--- src/rtl/cmd_slot_pkg.sv ---
package cmd_slot_pkg;

    localparam int CMD_W   = 32;
    localparam int CAUSE_W = 18;
    localparam int SUB_W   = 4;

    // status code equals the state code
    typedef enum logic [1:0] {
        ST_IDLE   = 2'd0,
        ST_EXCEPT = 2'd1,
        ST_ACTIVE = 2'd2,
        ST_OSWAIT = 2'd3
    } slot_state_e;

    // packed command word, MSB first
    typedef struct packed {
        logic [7:0] exopc;
        logic [7:0] opcode;
        logic       rsv_hi;
        logic [1:0] attr1;
        logic [1:0] attr0;
        logic [2:0] xtype;
        logic [3:0] rsv_lo;
        logic [2:0] mode;
        logic       start;
    } cmd_word_t;

endpackage

--- src/rtl/cmd_word_decode.sv ---
module cmd_word_decode
    import cmd_slot_pkg::*;
#(
    parameter int OPC_LIMIT = 15,
    parameter int INT_BIT   = 2
) (
    input  logic [CMD_W-1:0] word_i,
    output cmd_word_t        fld_o,
    output logic             start_o,
    output logic             opc_bad_o,
    output logic             int_req_o
);

    always_comb begin
        fld_o     = cmd_word_t'(word_i);
        start_o   = fld_o.start;
        opc_bad_o = (int'(fld_o.opcode) > OPC_LIMIT);
        int_req_o = fld_o.mode[INT_BIT];
    end

endmodule

--- src/rtl/cause_classify.sv ---
module cause_classify #(
    parameter int           W          = 18,
    parameter logic [W-1:0] RETRY_MASK = 18'h10700
) (
    input  logic [W-1:0] cause_i,
    output logic         retry_o,
    output logic         fatal_o
);

    logic [W-1:0] outside;

    // per-bit flag for causes outside the retryable set
    for (genvar i = 0; i < W; i++) begin : g_bit
        if (RETRY_MASK[i]) begin : g_ok
            assign outside[i] = 1'b0;
        end else begin : g_bad
            assign outside[i] = cause_i[i];
        end
    end

    always_comb begin
        fatal_o = |outside;
        retry_o = (|cause_i) && !fatal_o;
    end

endmodule

--- src/rtl/slot_fsm.sv ---
module slot_fsm
    import cmd_slot_pkg::*;
(
    input  logic        clk,
    input  logic        rst_n,
    input  logic        wr_en_i,
    input  logic        start_i,
    input  logic        opc_bad_i,
    input  logic        int_req_i,
    input  logic        done_i,
    input  logic        os_i,
    input  logic        cause_nz_i,
    output slot_state_e state_o,
    output logic        wr_take_o,
    output logic        launch_o,
    output logic        reject_o,
    output logic        finish_o,
    output logic        irq_o
);

    slot_state_e state_q, state_d;
    logic        int_q;
    logic        irq_q;

    // state register
    always_ff @(posedge clk) begin
        if (!rst_n) begin
            state_q <= ST_IDLE;
            int_q   <= 1'b0;
            irq_q   <= 1'b0;
        end else begin
            state_q <= state_d;
            if (launch_o) int_q <= int_req_i;
            irq_q <= finish_o && int_q;
        end
    end

    // next state and strobes
    always_comb begin
        wr_take_o = wr_en_i && (state_q != ST_ACTIVE);
        launch_o  = wr_take_o && start_i && !opc_bad_i;
        reject_o  = wr_take_o && start_i && opc_bad_i;
        finish_o  = (state_q == ST_ACTIVE) && done_i;
        state_d   = state_q;
        unique case (state_q)
            ST_IDLE, ST_EXCEPT, ST_OSWAIT: begin
                if (launch_o)      state_d = ST_ACTIVE;
                else if (reject_o) state_d = ST_EXCEPT;
            end
            ST_ACTIVE: begin
                if (done_i) begin
                    if (os_i)            state_d = ST_OSWAIT;
                    else if (cause_nz_i) state_d = ST_EXCEPT;
                    else                 state_d = ST_IDLE;
                end
            end
            default: state_d = ST_IDLE;
        endcase
    end

    assign state_o = state_q;
    assign irq_o   = irq_q;

    // a pulse never lasts two cycles
    p_irq_single_r9: assert property (@(posedge clk) disable iff (!rst_n)
        irq_q |=> !irq_q);

    // interrupt only follows an active cycle
    p_irq_after_active_r9: assert property (@(posedge clk) disable iff (!rst_n)
        irq_q |-> $past(state_q == ST_ACTIVE));

    // entering active needs a start write
    p_active_from_start_r3: assert property (@(posedge clk) disable iff (!rst_n)
        $rose(state_q == ST_ACTIVE) |-> $past(wr_en_i && start_i && !opc_bad_i));

    // engine completion with assist lands in OS wait
    p_assist_state_r11: assert property (@(posedge clk) disable iff (!rst_n)
        (state_q == ST_ACTIVE && done_i && os_i) |=> state_q == ST_OSWAIT);

endmodule

--- src/rtl/cmd_slot_tracker.sv ---
module cmd_slot_tracker
    import cmd_slot_pkg::*;
#(
    parameter int                 OPC_LIMIT   = 15,
    parameter int                 INT_BIT     = 2,
    parameter int                 INVALID_BIT = 1,
    parameter logic [CAUSE_W-1:0] RETRY_MASK  = 18'h10700
) (
    input  logic               clk,
    input  logic               rst_n,
    input  logic               wr_en,
    input  logic [CMD_W-1:0]   wr_data,
    input  logic               rd_sel,
    output logic [CMD_W-1:0]   rd_data,
    output logic               exe_req,
    output logic [7:0]         exe_opcode,
    output logic [7:0]         exe_exopc,
    output logic [2:0]         exe_xtype,
    output logic [1:0]         exe_attr0,
    output logic [1:0]         exe_attr1,
    input  logic               exe_done,
    input  logic               exe_os_assist,
    input  logic [CAUSE_W-1:0] exe_cause,
    input  logic [SUB_W-1:0]   exe_substatus,
    output logic               irq
);

    localparam int PAD_W = CMD_W - CAUSE_W - SUB_W - 4;
    localparam logic [CAUSE_W-1:0] INVALID_VEC = CAUSE_W'(1) << INVALID_BIT;

    cmd_word_t    wr_fld;
    logic         wr_start, wr_bad, wr_int;
    slot_state_e  state;
    logic         wr_take, launch, reject, finish;
    logic         retry, fatal;

    cmd_word_t          cmd_q;
    logic [CAUSE_W-1:0] cause_q;
    logic [SUB_W-1:0]   sub_q;

    cmd_word_decode #(.OPC_LIMIT(OPC_LIMIT), .INT_BIT(INT_BIT)) u_dec (
        .word_i    (wr_data),
        .fld_o     (wr_fld),
        .start_o   (wr_start),
        .opc_bad_o (wr_bad),
        .int_req_o (wr_int)
    );

    slot_fsm u_fsm (
        .clk        (clk),
        .rst_n      (rst_n),
        .wr_en_i    (wr_en),
        .start_i    (wr_start),
        .opc_bad_i  (wr_bad),
        .int_req_i  (wr_int),
        .done_i     (exe_done),
        .os_i       (exe_os_assist),
        .cause_nz_i (|exe_cause),
        .state_o    (state),
        .wr_take_o  (wr_take),
        .launch_o   (launch),
        .reject_o   (reject),
        .finish_o   (finish),
        .irq_o      (irq)
    );

    cause_classify #(.W(CAUSE_W), .RETRY_MASK(RETRY_MASK)) u_cls (
        .cause_i (cause_q),
        .retry_o (retry),
        .fatal_o (fatal)
    );

    // slot registers
    always_ff @(posedge clk) begin
        if (!rst_n) begin
            cmd_q   <= '0;
            cause_q <= '0;
            sub_q   <= '0;
        end else begin
            if (wr_take) cmd_q <= wr_fld;
            if (launch) begin
                cause_q <= '0;
                sub_q   <= '0;
            end else if (reject) begin
                cause_q <= INVALID_VEC;
                sub_q   <= '0;
            end else if (finish) begin
                cause_q <= exe_cause;
                sub_q   <= exe_substatus;
            end
        end
    end

    // engine side and read mux
    always_comb begin
        exe_req    = (state == ST_ACTIVE);
        exe_opcode = cmd_q.opcode;
        exe_exopc  = cmd_q.exopc;
        exe_xtype  = cmd_q.xtype;
        exe_attr0  = cmd_q.attr0;
        exe_attr1  = cmd_q.attr1;
        if (rd_sel) rd_data = {{PAD_W{1'b0}}, cause_q, fatal, retry, sub_q, state};
        else        rd_data = cmd_q;
    end

    // a fresh launch starts with an empty cause
    p_cause_clear_r6: assert property (@(posedge clk) disable iff (!rst_n)
        $rose(exe_req) |-> cause_q == '0);

    // idle never carries a cause
    p_idle_clean_r6: assert property (@(posedge clk) disable iff (!rst_n)
        (state == ST_IDLE) |-> cause_q == '0);

    // bad opcode records only the invalid cause and does not start
    p_bad_opcode_r8: assert property (@(posedge clk) disable iff (!rst_n)
        (wr_en && !exe_req && wr_data[0] && wr_bad) |=> (cause_q == INVALID_VEC && !exe_req));

    // writes during a running command leave it alone
    p_busy_write_r10: assert property (@(posedge clk) disable iff (!rst_n)
        (wr_en && exe_req) |=> $stable(cmd_q));

    // substatus is frozen outside completion and launch
    p_sub_hold_r5: assert property (@(posedge clk) disable iff (!rst_n)
        (!wr_en && !exe_done) |=> $stable(sub_q));

endmodule

--- config.mk ---
export PLATFORM = sky130hd
export DESIGN_NAME = cmd_slot_tracker
export DESIGN_NICKNAME = d
export VERILOG_FILES = /design/src/rtl/cmd_slot_pkg.sv /design/src/rtl/cmd_word_decode.sv /design/src/rtl/cause_classify.sv /design/src/rtl/slot_fsm.sv /design/src/rtl/cmd_slot_tracker.sv
export SDC_FILE = /design/constraint.sdc
export NUM_CORES = 1
export LEC_CHECK = 0
export BUFFER_PORTS_ARGS = -buffer_cell sky130_fd_sc_hd__buf_2
export CAP_MARGIN = 10
export CORE_UTILIZATION = 53
export CTS_CLUSTER_DIAMETER = 100
export DETAILED_ROUTE_END_ITERATION = 6
export PLACE_DENSITY = 0.94
export RECOVER_POWER = 100
export SLEW_MARGIN = 20
export SYNTH_ARGS = -nofsm -noshare
export SYNTH_HDL_FRONTEND = slang
export SYNTH_SLANG_ARGS = --single-unit
--- constraint.sdc ---
create_clock -name clk -period 1.9 [get_ports clk]
set_input_delay 0.095 -clock clk [delete_from_list [all_inputs] [get_ports clk]]
set_output_delay 0.095 -clock clk [all_outputs]
set_load 0.03 [all_outputs]
Word-level counts from Yosys, hierarchy flattened
Cells that the tools add are included.
{ "classes": {"div_mod_pow": 0, "multipliers": 0, "addsub": 0, "n_eq_ne": 6, "muxes": 9, "magnitude_cmp": 1, "reduce_logical": 18, "shift": 0, "bitwise": 1} }
{ "op_table": {"columns": ["operator", "n"], "rows": [
  ["$reduce_or A18 Y1", 2],
  ["$mux W32", 1],
  ["$reduce_or A14 Y1", 1],
  ["$mux W2", 6],
  ["$gt A8 B4 Y1 const B", 1],
  ["$logic_and A1 B1 Y1", 7],
  ["$reduce_or A3 Y1", 2],
  ["$eq A2 B2 Y1 const B", 2],
  ["$pmux W2 S2", 1],
  ["$ne A3 B3 Y1 const B", 1],
  ["$eq A2 B1 Y1 const B", 1],
  ["$logic_not A1 Y1", 2],
  ["$logic_not A2 Y1", 1],
  ["$ne A2 B1 Y1 const B", 1],
  ["$ne A2 B2 Y1 const B", 1],
  ["$reduce_and A2 Y1", 1],
  ["$reduce_bool A2 Y1", 1],
  ["$reduce_or A2 Y1", 1],
  ["$mux W1", 1],
  ["$not A1 Y1", 1]
]} }
{ "totals": {"n_memories": 0, "word_cells": 50, "input_bits": 60, "latch_bits": 0, "ff_bits": 58, "mem_bits_ro": 0, "ram_bits": 0} }

Logic depth before layout (Yosys ltp)
Gate-level depths: netlist of run 1.
{ "logic_depth": {"depth_word": 7, "ltp_mapped": 7} }

By module
From an unflattened synthesis of run 1, not the netlist that was laid out.
{ "unflattened": {"hier_cells": 306, "area_unflattened_um2": 3070.4} }
{ "by_module_without_submodules": {"columns": ["module", "cells_each", "area_per_inst_um2", "n_inst"], "rows": [
  ["cmd_slot_tracker", 242, 2538.7, 1],
  ["cmd_word_decode", 35, 262.8, 1],
  ["slot_fsm", 22, 211.5, 1],
  ["cause_classify", 7, 57.6, 1]
]} }

Least setup slack after synthesis of run 1
No wires, ideal clock.
{ "synth_path": {"kind": "register -> output", "start": "register cause_q[4]", "end": "output port rd_data[6]", "stages_incl_launch_ff": 4, "setup_slack_ns": 0.572, "arrival_time_ns": 1.233, "n_path_buf": 0, "required_ns": 1.805, "path_cell_list": "dfxtp_1 nor4b_1 nand4_1 o22ai_1"} }
{ "synth_via": {"elab_chain_len": 4, "word_cells_on_any_way": 5, "cone_classes": "1 x mux; 4 x reduce/logical"} }
{ "synth_lines": {"columns": ["element", "line_no", "rtl"], "rows": [
  ["start: declaration", "cmd_slot_tracker.sv:38", "logic [CAUSE_W-1:0] cause_q;"],
  ["start signal: assignment", "cmd_slot_tracker.sv:88", "cause_q <= exe_cause;"],
  ["$reduce_or A14 Y1", "cause_classify.sv:22", "fatal_o = |outside;"],
  ["$logic_not A1 Y1", "cause_classify.sv:23", "retry_o = (|cause_i) && !fatal_o;"],
  ["$logic_and A1 B1 Y1 (*)", "cause_classify.sv:23", null],
  ["$mux W32 (*)", "cmd_slot_tracker.sv:102", "if (rd_sel) rd_data = {{PAD_W{1'b0}}, cause_q, fatal, retry, sub_q, state};"],
  ["end: declaration", "cmd_slot_tracker.sv:14", "output logic [CMD_W-1:0] rd_data,"]
]} }
Every way passes the cells marked *; elsewhere a longest branch is shown, timed or not.

Final worst setup path of run 1
{ "layout_path": {"start": "register cause_q[11]", "end": "output port rd_data[6]"} }
The elaborated chain is that of the path after synthesis.

==> flow_summary.json, run 1 <==
{
  "status": "finished, final reports clean",
  "worstSetupPathType": "register to output pin",
  "clk_path_buf_depth": 2,
  "die_h_um": 77.98,
  "grt_pass1_vias": 2516,
  "netlist_area_sq_um": 3059,
  "gp_congestion": 0.9092,
  "wire_per_inst_um": 15.14,
  "p_leak_nw": 1.369,
  "grt_first_pass_wirelength_um": 11960,
  "fmax_mhz": 575.7,
  "intPower_w": 0.001943,
  "pwr-share-comb_pct": 15.8,
  "ios": 117,
  "gr-usage-all-layers_pct": 25.66,
  "routed_via_density": 5.196,
  "p_per_area_nw_per_um2": 781.3,
  "drive_above_1_share_pct": 33.80,
  "fin_setup_tns_ns": 0,
  "start_util_pct": 55.22,
  "rows": 27,
  "clock-sinks": 58,
  "syn_inst": 333,
  "clock_skew_ns": 0.005871,
  "power_w": 0.002705,
  "numCtsBuffers": 9,
  "cp.required_ns": 1.80,
  "cp_data_arrival_time_ns": 1.64,
  "cp_max_fo": 4,
  "grt_remaining_overflow": 0,
  "die_w_um": 77.98,
  "coreArea_sq_um": 5540,
  "syn_nets": 393,
  "dp_hpwl_um": 5362,
  "worstSetupStartpointType": "register",
  "ant_nets": 0,
  "seq_area_frac_synth_pct": 37.96,
  "finalHoldViolCount": 0,
  "worstMarginPinSlew_ns": 0.6351,
  "whs_ns": 0.009465,
  "n_antenna_cell": 0,
  "yosys_warnings": 0,
  "clk-insertion-delay-late_ns": 0.33,
  "slew_viol_final": 0,
  "drtIter0Drc": 125,
  "power_frac_seq_pct": 47.6,
  "post_cts_buffers": 0,
  "wirelength_um": 7629,
  "setup_viol": 0,
  "drc": 0,
  "tritoncts": "yes",
  "critPathCaptureType": "output pin",
  "ys_seq_elements": 58,
  "maxCapViolCount": 0,
  "grt_max_degree": 39,
  "cts_root_buf": "clkbuf_8",
  "dr.pass1.iters": 4,
  "reg2reg_slack_ns": 0.24,
  "fin_crit_ns": 1.737,
  "post-route-period-util_pct": 91.42,
  "layout.nets": 488,
  "antenna_found_initial": 0,
  "maxSlewHeadroom_pct": 57.66,
  "synth_edf_count": 0,
  "grt_setup_unrepaired": "no",
  "nFillCells": 566,
  "synthFlopType": "dfxtp_1",
  "hold_path_class": "primary input to register",
  "syn2layout_area_growth_pct": 13.17,
  "switching_share_pct": 28.18,
  "clk_pin_slew_ns": 0.06,
  "p_switching_w": 0.0007622,
  "avgSynthCellArea_sq_um": 9.187,
  "io_buffers": 116,
  "power.share.clock_pct": 36.6,
  "peakVddDrop_v": 0.0005145,
  "die_area_sq_um": 6080,
  "synthArstFlopShare_pct": 0,
  "vias": 2619,
  "h-tree-depth": 3,
  "ys_types": 36
}
synthesized netlist by cell type (all sizes together) (3+ instances only):
master,instances,area [sq um]
nor2b,7,43.79
nor4,6,37.54
a21oi,21,180.2
a21boi,33,360.3
buf,39,320.3
nor3,3,15.01
mux2,24,270.3
nand4,3,18.77
nand2,113,479.2
dfxtp,58,1161
and2,3,23.78
clkbuf,6,26.28
layout by cell type, fill, tap and decap left out, types with 2 or more instances in the layout:
master and instances:
nand3_1 2, clkinv_2 3, buf_4 5, mux2_2 24
nor2_1 2, nor3_1 3, a21oi_1 11, a21boi_0 26
nand2_2 21, or4_1 2, nand4_1 3, clkbuf_1 57
dfxtp_1 58, nor2b_1 7, nor4_1 5, buf_2 60
a21oi_2 10, a21boi_2 6, clkbuf_8 11, nand2_1 92
dlygate4sd3_1 7
sequential cells by signal (all words and copies together) (netlist names):
signal,cells
cmd_q,9
u_fsm.irq_o,1
exe_opcode,8
exe_exopc,8
exe_attr1,2
cause_q,18
u_fsm.state_o,2
exe_attr0,2
u_fsm.int_q,1
exe_xtype,3
sub_q,4
cells by family after synthesis:
group,after synthesis,share of synthesized area (%)
compound gates,59,19.02
mux,25,9.162
flops,58,37.95
simple gates,144,22.21
buf+inv,47,11.66
worst paths after layout:
| path | to | cells after the start | from |
|---|---|---|---|
| setup reg to reg | u_fsm.irq_o | 4 | u_fsm.state_o[0] |
| hold / removal | exe_exopc[7] | 3 | wr_data[31] |
| hold reg to reg | cmd_q[0] | 2 | cmd_q[0] |
| setup / recovery | rd_data[6] | 4 | cause_q[11] |
metal layers:
metal  part of all wire, %  wire length (um)  global-route usage, %  vias up
li1                      -                 -                      -     1280
met1                    43              3309                  31.32     1226
met2                    49              3759                  43.10       94
met3                   4.4               338                  4.588       19
met4                   2.9               222                  13.15        0
met5                     0                 0                      0        -
critical path, stage by stage (launching register included):
cell and delay (ns):
dfxtp_1 0.35, nor4_2 0.37, nand4_1 0.18, o22ai_1 0.17, clkbuf_2 0.24
layout make-up:
class,instances,area [sq um],share of cell area (%)
timing repair buffer,129,623.1,18.00
clock inverter,3,15.01,0.4337
multi-input combinational,228,1409,40.69
inverter,2,8.758,0.2530
clock buffer,12,155.1,4.481
sequential,58,1161,33.54
tap,72,90.09,2.602
power groups by stage:
stage | Sequential [W] | Clock, W | Combinational [W]
4_1_cts | 0.00129 | 0.00101 | 0.000466
2_1_floorplan | 0.00131 | 0 | 0.000346
3_3_place_gp | 0.00131 | 0 | 0.000446
5_1_grt | 0.00129 | 0.00107 | 0.000457
3_5_place_dp | 0.00131 | 0 | 0.000454
6_report | 0.00129 | 0.000990 | 0.000427
metrics by stage:
step / setup WS (ns) / utilization (%) / cell area [sq um] / instances
floorplan: 0.5722 / - / 3059 / 333
global placement: 0.4986 / 61.88 / 3428 / 482
detailed placement: 0.4328 / 61.88 / 3428 / 482
CTS: 0.03884 / 66.03 / 3659 / 503
global route: 0.07643 / 62.49 / 3462 / 504
finish: 0.1630 / 62.49 / 3462 / 504
what timing repair did:
item                                    CTS  global route
endpoints found under the hold margin     6             1
gates resized for setup                   0             1
hold buffers                              6             1
endpoints found under the setup margin    0             1
Power figures use the tool's default switching activity.
==> run 2, diff against run 1 <==
Clock period 1.9 ns to 2.08 ns, I/O delays scaled along.
==> flow_summary.json, run 2 (same netlist as run 1, synthesis figures left out) <==
{
  "status": "finished, final reports clean",
  "finalHoldViolCount": 0,
  "ctsResizeCount": 0,
  "ant_nets": 0,
  "grt_setup_unrepaired": "no",
  "io_buffers": 116,
  "nFillCells": 519,
  "worstSetupStartpointType": "register",
  "fin_crit_ns": 1.868,
  "wirelength_um": 7918,
  "die_h_um": 77.98,
  "layout_common_cells": "nand2_1, buf_2, dfxtp_1, clkbuf_1, mux2_2",
  "grt_first_pass_wirelength_um": 12220,
  "maxCapViolCount": 0,
  "whs_ns": 0.01430,
  "syn2layout_area_growth_pct": 19.30,
  "die_area_sq_um": 6080,
  "cp_max_fo": 23,
  "hold_end": "exe_opcode[3]",
  "n_antenna_cell": 0,
  "setup_slack_ns": 0.2118,
  "largest_reg_flops": 18,
  "critPathCaptureType": "register",
  "r2r_end": "u_fsm.state_o[0]",
  "grt_max_degree": 32,
  "rows": 27,
  "critPathMaxStageDelay_ns": 0.65,
  "dpl_worst_slack_ns": 0.6360,
  "r2r-start": "u_fsm.state_o[0]",
  "clk_pin_slew_ns": 0.07,
  "final_util_pct": 65.88,
  "cp_data_arrival_time_ns": 2.09,
  "worstSetupPathType": "register to register",
  "clock-sinks": 58,
  "h-tree-depth": 3,
  "fin_setup_tns_ns": 0,
  "post-route-period-util_pct": 89.82,
  "largest-register": "cause_q",
  "tritoncts": "yes",
  "clock_skew_ns": 0.01216,
  "slew_viol_final": 0,
  "ios": 117,
  "r2r_cells": 5,
  "dr.pass1.iters": 4,
  "drive_above_1_share_pct": 33.63,
  "grt_pass1_vias": 2542,
  "drtIter0Drc": 118,
  "seqCellArea_sq_um": 1161,
  "numCtsBuffers": 9,
  "critPathSlowestCell": "nand2_1",
  "die_w_um": 77.98,
  "hold_buffers": 22,
  "final_common_cell": "nand2_1",
  "cp.required_ns": 2.30,
  "routed_via_density": 5.151,
  "dp_hpwl_um": 5235,
  "grt_remaining_overflow": 0,
  "vias": 2668,
  "clk-insertion-delay-late_ns": 0.34,
  "hold_start": "wr_data[19]",
  "start_util_pct": 55.22,
  "fmax_mhz": 535.3,
  "clk_path_buf_depth": 2,
  "reg2reg_slack_ns": 0.21,
  "hold_path_class": "primary input to register",
  "gr-usage-all-layers_pct": 26.54,
  "layout.nets": 502,
  "post_cts_buffers": 0,
  "peakVddDrop_v": 0.0004212,
  "cp_top_family": "simple AND/OR/NAND/NOR gates",
  "wire_per_inst_um": 15.29,
  "p_per_area_nw_per_um2": 713.0,
  "coreArea_sq_um": 5540,
  "p_leak_nw": 1.443,
  "whs_path_depth": 3,
  "gp_congestion": 0.8224,
  "worstMarginPinSlew_ns": 0.9178,
  "cts_root_buf": "clkbuf_8",
  "cp_num_buf_inv": 1,
  "setup_viol": 0,
  "antenna_found_initial": 0,
  "top_regs": "cause_q: 18 flops, cmd_q: 9 flops",
  "drc": 0,
  "maxSlewHeadroom_pct": 38.82,
  "multi_input_area_sq_um": 1440,
  "crit_chain": "nand2b_4, clkinvlp_2, nand2_1, and2_0, o31ai_2"
}
[run 2: cell count changes in the layout (fill, tap and decap cells not counted), moves of 2 or more]
cell	previous run	this run
a21oi_1	11	7
a21oi_2	10	14
a21boi_2	6	16
a21boi_0	26	16
buf_4	5	3
nand2_2	21	12
buf_2	60	62
dlygate4sd3_1	7	22
nand2_1	92	101
[run 2: routing by layer]
layer  part of all wire, %  vias up  global-route usage [%]
li1                      -     1306                       -
met1                    41     1237                   30.16
met2                    50      106                   46.73
met3                   5.4       19                   4.588
met4                   2.9        0                   15.00
met5                     0        -                       0
[run 2: power by group]
part	total [W]	switching, W	leakage (nW)	internal, W
clock network	0.00101	0.000435	0.0962	0.000576
registers	0.00118	0.0000273	0.474	0.00115
logic	0.000415	0.000255	0.873	0.000159
total	0.00260	0.000717	1.44	0.00188
[run 2: cell type report]
class / count / area share (%)
clock buffer: 12 / 3.977
inverter: 2 / 0.2400
sequential: 58 / 31.81
multi-input combinational: 228 / 39.46
clock inverter: 3 / 1.097
tap: 72 / 2.468
timing repair buffer: 143 / 20.95
[run 2: worst min-delay path, stage by stage]
cell	delay [ns]
buf_2	0.09
nand2_1	0.04
a21boi_0	0.06
[run 2: worst max-delay path by stage]
stage	from	to	slack, ns	cells after the start
floorplan	cause_q[4]	rd_data[6]	0.74	3
global placement	rd_sel	rd_data[12]	0.69	4
detailed placement	rd_sel	rd_data[11]	0.64	4
CTS	cause_q[0]	rd_data[6]	0.37	4
global route	u_fsm.state_o[0]	u_fsm.state_o[0]	0.16	5
finish	u_fsm.state_o[0]	u_fsm.state_o[0]	0.21	5
[run 2: metrics by stage]
stage / power, W / cell area [sq um] / cells
2_1_floorplan: 0.001509 / 3059 / 333
5_1_grt: 0.002691 / 3650 / 518
4_1_cts: 0.002647 / 3826 / 518
3_5_place_dp: 0.001610 / 3421 / 481
3_3_place_gp: 0.001600 / 3421 / 481
6_report: 0.002602 / 3650 / 518
==> run 3, diff against run 2 <==
Settings changed: HOLD_SLACK_MARGIN from default to 0.03.
==> flow_summary.json, run 3 (same netlist as run 1, synthesis figures left out) <==
{
  "p_leak_nw": 1.568,
  "clk_pin_slew_ns": 0.07,
  "cp_data_arrival_time_ns": 2.08,
  "p_per_area_nw_per_um2": 673.2,
  "vias": 2821,
  "worstSetupPathType": "register to register",
  "finalHoldViolCount": 0,
  "wirelength_um": 8895,
  "final_cells": 548,
  "pwr-share-comb_pct": 17.5,
  "power.share.clock_pct": 38.2,
  "place_inst": 481,
  "coreArea_sq_um": 5540,
  "largest_reg_flops": 18,
  "worstMarginPinSlew_ns": 0.9326,
  "setup_viol": 0,
  "die_w_um": 77.98,
  "setup_slack_ns": 0.2192,
  "dr.pass1.iters": 4,
  "critPathCaptureType": "register",
  "clock-sinks": 58,
  "drtIter0Drc": 152,
  "drive_above_1_share_pct": 31.51,
  "clk_path_buf_depth": 2,
  "start_util_pct": 55.22,
  "clk-insertion-delay-late_ns": 0.34,
  "status": "finished, final reports clean",
  "final_common_cell": "nand2_1",
  "dp_hpwl_um": 5235,
  "top_regs": "cause_q: 18 flops, cmd_q: 9 flops",
  "die_h_um": 77.98,
  "hold_path_class": "primary input to register",
  "rows": 27,
  "tritoncts": "yes",
  "worstSetupStartpointType": "register",
  "layout.nets": 532,
  "drc": 0,
  "layout_common_cells": "nand2_1, buf_2, dfxtp_1, clkbuf_1, dlygate4sd3_1",
  "cp_max_fo": 23,
  "peakVddDrop_v": 0.0004279,
  "fin_crit_ns": 1.861,
  "numCtsBuffers": 9,
  "fin_setup_tns_ns": 0,
  "grt_pass1_vias": 2877,
  "maxCapViolCount": 0,
  "h-tree-depth": 3,
  "power_w": 0.002659,
  "cp.required_ns": 2.30,
  "fmax_mhz": 537.4,
  "n_antenna_cell": 0,
  "grt_setup_unrepaired": "no",
  "routed_via_density": 5.148,
  "antenna_found_initial": 0,
  "ant_nets": 0,
  "gr-usage-all-layers_pct": 29.79,
  "power_frac_seq_pct": 44.3,
  "ctsResizeCount": 0,
  "p_switching_w": 0.0007374,
  "switching_share_pct": 27.73,
  "intPower_w": 0.001922,
  "gp_congestion": 0.8224,
  "slew_viol_final": 0,
  "post-route-period-util_pct": 89.46,
  "cts_root_buf": "clkbuf_8",
  "ios": 117,
  "maxSlewHeadroom_pct": 37.83,
  "grt_max_degree": 32,
  "dpl_worst_slack_ns": 0.6360,
  "largest-register": "cause_q",
  "grt_first_pass_wirelength_um": 13710,
  "syn2layout_area_growth_pct": 29.12,
  "grt_remaining_overflow": 0,
  "io_buffers": 116,
  "die_area_sq_um": 6080,
  "clock_skew_ns": 0.009788,
  "wire_per_inst_um": 16.23,
  "whs_ns": 0.04100
}
==> run 3: cell types whose count changed in the layout (fill, tap and decap cells not counted), sizes merged <==
cell / delta
clkbuf: +1
buf: -1
dlygate4sd3: +30
==> run 3: power by group through the flow <==
| stage | logic [W] | clock network [W] | registers, W |
|---|---|---|---|
| 2_1_floorplan | 0.000316 | 0 | 0.00119 |
| 3_3_place_gp | 0.000402 | 0 | 0.00120 |
| 3_5_place_dp | 0.000410 | 0 | 0.00120 |
| 4_1_cts | 0.000489 | 0.00103 | 0.00117 |
| 5_1_grt | 0.000493 | 0.00107 | 0.00118 |
| 6_report | 0.000465 | 0.00102 | 0.00118 |
==> run 3: what timing repair did <==
action	4_1_cts	5_1_grt
buffers inserted	0	0
hold buffers	52	0
endpoints found under the hold margin	52	0
==> run 3: metal layers <==
layer,GRT usage (%),share of wire (%)
met3,5.765,5.5
met1,32.29,39
met2,53.01,52
met5,0,0
met4,18.70,4.0
==> run 3: cell type report <==
class	instances	area, sq um
Sequential cell	58	1161
Inverter	2	8.758
Clock buffer	12	145.1
Fill cell	474	1590
Timing Repair Buffer	173	1065
Multi-Input combinational cell	228	1440
Clock inverter	3	40.04
Tap cell	72	90.09
==> run 3: critical path: stages (launching register included) <==
cell and delay [ns]:
dfxtp_1 0.41, nand2b_4 0.19, clkinvlp_2 0.14, nand2_1 0.65
and2_0 0.27, o31ai_2 0.08
==> run 3: worst paths after layout <==
check / cells past startpoint / slack (ns) / endpoint / startpoint
min reg2reg: 2 / 0.46 / cmd_q[3] / cmd_q[3]
max: 5 / 0.22 / u_fsm.state_o[0] / u_fsm.state_o[0]
min: 3 / 0.04 / cause_q[0] / exe_cause[0]
max reg2reg: 5 / 0.22 / u_fsm.state_o[0] / u_fsm.state_o[0]
==> run 3: per-stage QoR <==
step           instance area (sq um)  utilization (%)
3_5_place_dp                    3421            61.74
3_3_place_gp                    3421            61.74
5_1_grt                         3950            71.30
2_1_floorplan                   3059                -
4_1_cts                         4126            74.48
6_report                        3950            71.30
